`config.mk`:
```
export PLATFORM = sky130hd
export DESIGN_NAME = chg_seq
export DESIGN_NICKNAME = d
export VERILOG_FILES = /design/src/rtl/chg_pkg.sv /design/src/rtl/chg_timer.sv /design/src/rtl/chg_blink.sv /design/src/rtl/chg_next.sv /design/src/rtl/chg_seq.sv
export SDC_FILE = /design/constraint.sdc
export NUM_CORES = 1
export LEC_CHECK = 0
export BUFFER_PORTS_ARGS = -buffer_cell sky130_fd_sc_hd__buf_2
export CAP_MARGIN = 20
export CORE_ASPECT_RATIO = 0.7
export CORE_MARGIN = 10
export CORE_UTILIZATION = 55
export CTS_BUF_LIST = sky130_fd_sc_hd__clkbuf_8
export DETAILED_ROUTE_END_ITERATION = 12
export PLACE_DENSITY = 0.74
export SLEW_MARGIN = 10
export SYNTH_ARGS = -nofsm -noshare
export SYNTH_HDL_FRONTEND = slang
export SYNTH_HIERARCHICAL = 1
export SYNTH_SLANG_ARGS = --single-unit
```
`constraint.sdc`:
```
create_clock -name clk -period 6.03 [get_ports clk]
set_input_delay 0.603 -clock clk [delete_from_list [all_inputs] [get_ports clk]]
set_output_delay 0.603 -clock clk [all_outputs]
set_load 0.005 [all_outputs]
```
`src/rtl/chg_pkg.sv`:
```
package chg_pkg;

  typedef enum logic [2:0] {
    ST_POLL  = 3'd0,
    ST_SOFT  = 3'd1,
    ST_FAST  = 3'd2,
    ST_TOP   = 3'd3,
    ST_MAINT = 3'd4,
    ST_COLD  = 3'd5,
    ST_FAULT = 3'd6
  } stage_e;

  typedef enum logic [2:0] {
    MD_OFF   = 3'd0,
    MD_RAMP  = 3'd1,
    MD_FULL  = 3'd2,
    MD_TOPUP = 3'd3,
    MD_KEEP  = 3'd4
  } mode_e;

  function automatic mode_e mode_of(stage_e s);
    case (s)
      ST_SOFT:          return MD_RAMP;
      ST_FAST:          return MD_FULL;
      ST_TOP, ST_COLD:  return MD_TOPUP;
      ST_MAINT:         return MD_KEEP;
      default:          return MD_OFF;
    endcase
  endfunction

  function automatic logic is_charging(stage_e s);
    return (s == ST_SOFT) || (s == ST_FAST) || (s == ST_TOP) ||
           (s == ST_MAINT) || (s == ST_COLD);
  endfunction

  function automatic logic is_blinking(stage_e s);
    return (s == ST_TOP) || (s == ST_MAINT) || (s == ST_COLD);
  endfunction

endpackage

```
`src/rtl/chg_timer.sv`:
```
module chg_timer #(
  parameter int CW = 24
) (
  input  logic          clk,
  input  logic          rst,
  input  logic          clr,
  input  logic          tick,
  output logic [CW-1:0] cnt
);
  localparam logic [CW-1:0] CMAX = {CW{1'b1}};

  always_ff @(posedge clk) begin
    if (rst || clr) begin
      cnt <= '0;
    end else if (tick && (cnt != CMAX)) begin
      cnt <= cnt + 1'b1;
    end
  end
endmodule

```
`src/rtl/chg_blink.sv`:
```
module chg_blink #(
  parameter int BLINK_SHORT_MS = 1000,
  parameter int BLINK_LONG_MS  = 2000
) (
  input  logic clk,
  input  logic rst,
  input  logic clr,
  input  logic en,
  input  logic tick,
  input  logic long_sel,
  output logic phase
);
  localparam int BW = $clog2(BLINK_LONG_MS + 1);
  localparam logic [BW-1:0] HS_LAST = BW'(BLINK_SHORT_MS - 1);
  localparam logic [BW-1:0] HL_LAST = BW'(BLINK_LONG_MS - 1);

  logic [BW-1:0] bcnt;
  logic [BW-1:0] last;

  assign last = long_sel ? HL_LAST : HS_LAST;

  always_ff @(posedge clk) begin
    if (rst || clr) begin
      bcnt  <= '0;
      phase <= 1'b1;
    end else if (en && tick) begin
      if (bcnt == last) begin
        bcnt  <= '0;
        phase <= ~phase;
      end else begin
        bcnt <= bcnt + 1'b1;
      end
    end
  end
endmodule

```
`src/rtl/chg_next.sv`:
```
module chg_next
  import chg_pkg::*;
(
  input  stage_e stage_q,
  input  logic   poll_done,
  input  logic   ss_done,
  input  logic   top_done,
  input  logic   present,
  input  logic   ov,
  input  logic   uv,
  input  logic   hot,
  input  logic   cold,
  input  logic   slope_end,
  input  logic   fast_tmo,
  output stage_e stage_d
);
  logic chg_fault;
  assign chg_fault = ov || uv || hot;

  always_comb begin
    stage_d = stage_q;
    if (is_charging(stage_q) && chg_fault) begin
      stage_d = ST_FAULT;
    end else if (is_charging(stage_q) && !present) begin
      stage_d = ST_POLL;
    end else begin
      case (stage_q)
        ST_POLL: begin
          if (poll_done) begin
            if (ov || hot)    stage_d = ST_FAULT;
            else if (present) stage_d = cold ? ST_COLD : ST_SOFT;
          end
        end
        ST_SOFT:  if (ss_done) stage_d = ST_FAST;
        ST_FAST:  if (slope_end || fast_tmo) stage_d = ST_TOP;
        ST_TOP:   if (top_done) stage_d = ST_MAINT;
        ST_MAINT: stage_d = ST_MAINT;
        ST_COLD:  if (!cold) stage_d = ST_SOFT;
        ST_FAULT: if (!present) stage_d = ST_POLL;
        default:  stage_d = ST_POLL;
      endcase
    end
  end
endmodule

```
`src/rtl/chg_seq.sv`:
```
module chg_seq
  import chg_pkg::*;
#(
  parameter int POLL_MS        = 50,
  parameter int SS_SHORT_MS    = 120000,
  parameter int SS_LONG_MS     = 240000,
  parameter int TOP_SHORT_MS   = 7200000,
  parameter int TOP_LONG_MS    = 14400000,
  parameter int BLINK_SHORT_MS = 1000,
  parameter int BLINK_LONG_MS  = 2000
) (
  input  logic       clk,
  input  logic       rst,
  input  logic       ms_tick_i,
  input  logic [1:0] rate_sel_i,
  input  logic       bat_present_i,
  input  logic       ov_i,
  input  logic       uv_i,
  input  logic       hot_i,
  input  logic       cold_i,
  input  logic       slope_end_i,
  input  logic       fast_tmo_i,
  output logic [2:0] stage_o,
  output logic [2:0] mode_o,
  output logic       ind_sink_o
);
  localparam int MAXD = (TOP_LONG_MS > SS_LONG_MS) ? TOP_LONG_MS : SS_LONG_MS;
  localparam int CW   = $clog2(MAXD + 1);
  localparam logic [CW-1:0] POLL_END = CW'(POLL_MS);
  localparam logic [CW-1:0] SSS_LAST = CW'(SS_SHORT_MS - 1);
  localparam logic [CW-1:0] SSL_LAST = CW'(SS_LONG_MS - 1);
  localparam logic [CW-1:0] TPS_LAST = CW'(TOP_SHORT_MS - 1);
  localparam logic [CW-1:0] TPL_LAST = CW'(TOP_LONG_MS - 1);

  stage_e        stage_q, stage_d;
  mode_e         mode_q;
  logic          long_q;
  logic          entering;
  logic [CW-1:0] cnt;
  logic          poll_done, ss_done, top_done;
  logic          phase;

  assign entering  = (stage_d != stage_q);
  assign poll_done = (cnt >= POLL_END);
  assign ss_done   = ms_tick_i && (cnt == (long_q ? SSL_LAST : SSS_LAST));
  assign top_done  = ms_tick_i && (cnt == (long_q ? TPL_LAST : TPS_LAST));

  chg_timer #(.CW(CW)) u_timer (
    .clk  (clk),
    .rst  (rst),
    .clr  (entering),
    .tick (ms_tick_i),
    .cnt  (cnt)
  );

  chg_next u_next (
    .stage_q   (stage_q),
    .poll_done (poll_done),
    .ss_done   (ss_done),
    .top_done  (top_done),
    .present   (bat_present_i),
    .ov        (ov_i),
    .uv        (uv_i),
    .hot       (hot_i),
    .cold      (cold_i),
    .slope_end (slope_end_i),
    .fast_tmo  (fast_tmo_i),
    .stage_d   (stage_d)
  );

  chg_blink #(
    .BLINK_SHORT_MS (BLINK_SHORT_MS),
    .BLINK_LONG_MS  (BLINK_LONG_MS)
  ) u_blink (
    .clk      (clk),
    .rst      (rst),
    .clr      (entering),
    .en       (is_blinking(stage_q)),
    .tick     (ms_tick_i),
    .long_sel (long_q),
    .phase    (phase)
  );

  always_ff @(posedge clk) begin
    if (rst) begin
      stage_q <= ST_POLL;
      mode_q  <= MD_OFF;
      long_q  <= 1'b0;
    end else begin
      stage_q <= stage_d;
      mode_q  <= mode_of(stage_d);
      if ((stage_q == ST_POLL) && is_charging(stage_d)) begin
        long_q <= rate_sel_i[0];
      end
    end
  end

  assign stage_o    = stage_q;
  assign mode_o     = mode_q;
  assign ind_sink_o = (stage_q == ST_SOFT) || (stage_q == ST_FAST) ||
                      (is_blinking(stage_q) && phase);
endmodule

```
==> key figures <==
Finish
  – FF+latch area: 860.8 um^2
  – Fill count: 401
  – Share of cells above drive strength 1: 13.92%
  – P&R area growth vs syn: 6.499%
  – Multi-input gate area: 0.001665 mm^2
  – # nets final: 330
  – # diodes: 0
  – Final Util: 62.71%

Floorplan
  – Die width: 102.8 um
  – Top Ports: 19
  – Die area: 0.008010 mm^2
  – Core area: 0.004479 mm^2
  – Starting Density: 58.88%
  – Die H: 77.94 um
  – Rows: 20

Yosys
  – Sequential fraction of the synthesis area: 32.64%
  – Number of synthesized flops with an enable pin: 0
  – Most used DFF post-synth: dfxtp_1
  – Cells after synthesis: 304
  – Yosys cell types: 63
  – Post-synth net total: 318
  – Synth Cell Area: 0.002638 mm^2
  – YS warnings: 6
  – Post-synth ARST share: 0%
  – Flops & latches, synth: 43
  – Avg Inst Size Synth: 8.676 um^2

Drt
  – Antenna viol nets, final: 0
  – Via count: 2387
  – Drt first pass iters: 5
  – Wirelength per Cell: 15.82 um
  – Drt drc: 0
  – Routed vias/inst: 6.434
  – Drt initial violations: 166
  – Final WL: 5.871 mm

Pwr
  – Sequential power share: 42.0%
  – Power per Cell Area: 298.2 mW/mm^2
  – Sw Ratio: 38.28%
  – Clk pwr share: 22.4%
  – Worst vdd ir: 0.0001295 V
  – P_sw: 320.6 uW
  – P_int: 517.0 uW
  – Comb pwr share: 35.5%
  – Leak Pwr: 0.0008723 uW

Hold path
  – Worst hold path class: flip-flop to flip-flop
  – WHS Endpoint: u_blink/bcnt[9]
  – Hold path cells: 2
  – Min-delay src: u_blink/bcnt[9]

Worst setup path
  – CP Cell Sequence: xor2_1, or4_4, nor4_1, a32o_1, a21oi_1, o21bai_1, xnor2_1, nand3_1, or2_2, nor2_1, a41o_1
  – Top delay family on crit path: simple AND/OR/NAND/NOR gates
  – CP max FO: 23
  – Worst setup SP type: flip-flop
  – Reg2reg end: u_timer/cnt[23]
  – Worst R2R Setup Slack: 2.34 ns
  – CP max stage cell: dfxtp_1
  – Buffers & Inverters on Critical Path: 0
  – Req. time, crit path: 6.28 ns
  – Critical path class: flip-flop to flip-flop
  – Critical path arrival: 3.94 ns
  – R2r worst-path depth: 11
  – Crit-path max cell delay: 0.56 ns
  – CP Capture Type: flip-flop
  – R2R Path Start: long_q

Clock tree
  – Post-CTS Setup Bufs: 0
  – Clock transition at path regs: 0.08 ns
  – Root buffer cell: clkbuf_8
  – CTS H-Tree Depth: 2
  – Cts repair resizes: 0
  – Clk Latency, worst-skew pair: 0.30 ns
  – CTS max path bufs: 2
  – CTS tree: yes
  – Num CTS Buffers: 5
  – Post-CTS Hold Buffers: 0
  – CTS Sinks: 43

Timing
  – RSZ-0062 raised after global routing: no
  – Final Hold Slack: 0.5059 ns
  – Final clock skew: 0.007969 ns
  – Final Max Tran Viols: 0
  – Crit share post-route: 61.19%
  – Fin Setup TNS: 0 ns
  – Slew margin rel.: 50.38%
  – Minimum clock period: 3.690 ns
  – FMAX: 271.0 MHz
  – # setup viols final: 0
  – Final Hold Vio Count: 0
  – Slew of the pin with the lowest slew margin: 0.7393 ns

Placement
  – DP HPWL: 4.056 mm
  – RePlAce Congestion: 0.8577
  – IO Port Bufs: 17

Global route
  – Global Route Usage Sum: 14.90%
  – Initial antenna violation count: 0
  – Largest net degree at the start of global routing: 24
  – Vias in the first global route: 2103
  – First-pass GRT wire length: 10.05 mm
  – Total grt overflow: 0

Run status
  – Outcome: completed

Job
  – Max Cap Viol: 0
## per-layer routing
metal  global-route usage (%)  share of wire (%)
met4                    4.017               0.72
met3                    3.717                7.4
met1                    22.28                 50
met2                    20.28                 42
met5                        0                  0
## worst max path at each step
stage | start | to | slack, ns | depth (start not counted)
CTS | long_q | u_timer/cnt[23] | 2.35 | 12
floorplan | ms_tick_i | u_blink/bcnt[10] | 2.83 | 13
detailed placement | ms_tick_i | u_timer/cnt[23] | 2.08 | 13
global placement | ms_tick_i | u_timer/cnt[23] | 2.08 | 12
global route | long_q | u_timer/cnt[21] | 2.04 | 12
finish | long_q | u_timer/cnt[23] | 2.34 | 11
## tightest hold or removal path: stages (launching register included)
cell and delay [ns]:
dfxtp_1 0.33, o31ai_1 0.07, a211oi_1 0.06
## flip-flops by register name, indices dropped and copies added, names as in the netlist
register and cells:
u_timer/cnt 24, mode_o 3, u_blink/bcnt 11, long_q 1, stage_o 3, u_blink/phase 1
## cells in the mapped netlist (3+ instances only)
library cell / instances / area, um^2
or3_1: 5 / 31.28
nand2_1: 21 / 78.83
a2111oi_2: 4 / 60.06
or4_1: 4 / 30.03
inv_1: 9 / 33.78
o21bai_1: 3 / 22.52
nor4_1: 4 / 25.02
nor3_1: 4 / 20.02
nand2b_1: 4 / 25.02
nand3_1: 11 / 55.05
nor2b_1: 5 / 31.28
clkbuf_1: 7 / 26.28
dfxtp_1: 43 / 860.8
a211oi_1: 13 / 97.59
buf_6: 3 / 33.78
nand4_1: 15 / 93.84
a21oi_1: 12 / 60.06
o31ai_1: 5 / 37.54
o21ai_0: 6 / 30.03
xnor2_1: 20 / 175.2
xor2_1: 5 / 43.79
mux2i_1: 5 / 50.05
nor2_1: 36 / 135.1
nand4b_1: 4 / 35.03
o2111ai_1: 3 / 26.28
## placed cells by master (no fill, tap or decap), types with 4 or more instances in the layout
cell type / n
dfxtp_1: 43
or4_1: 4
xor2_1: 5
a2111oi_2: 4
a21oi_1: 12
mux2i_1: 5
a211oi_1: 13
nand4b_1: 4
nor2b_1: 5
clkbuf_8: 6
nor4_1: 4
nand2_1: 21
nand2b_1: 4
buf_2: 17
xnor2_1: 20
inv_1: 9
o21ai_0: 6
o31ai_1: 5
nand3_1: 11
nor2_1: 36
nor3_1: 4
or3_1: 5
nand4_1: 15
## final cells by class
type / instances / area share (%)
Inverter: 9 / 1.203
Timing Repair Buffer: 18 / 3.296
Tap cell: 55 / 2.450
Clock buffer: 6 / 2.940
Sequential cell: 43 / 30.65
Clock inverter: 1 / 0.1782
Multi-Input combinational cell: 239 / 59.29
## logic make-up (layout without fill, tap and decap cells)
group                      Yosys count  count (layout)  synth area share, %
xor gates and xnor gates            25              25                8.302
AOI/OAI and AO/OA                   68              68                21.11
muxes                                6               6                2.325
adders and majority gates            2               2               0.9486
and+or+nand+nor                    138             138                30.46
buffers and inverters               22              34                4.222
DFF                                 43              43                32.64
## power groups by stage
stage / combinational, uW / sequential (uW) / clock [uW]
2_1_floorplan: 259 / 336 / 0
3_3_place_gp: 293 / 358 / 0
3_5_place_dp: 297 / 359 / 0
4_1_cts: 300 / 352 / 191
5_1_grt: 330 / 359 / 204
6_report: 298 / 352 / 188
## metrics by stage
stage	cells	total power, uW	area (um^2)	setup slack, ns
final	371	837.6	2809	2.340
after global placement	364	651.4	2721	2.080
after global routing	371	892.5	2809	2.039
after CTS	371	842.8	2809	2.347
after floorplan	304	595.0	2638	2.832
after detailed placement	364	656.9	2721	2.081
No activity file was read; power rests on OpenSTA's default activity.
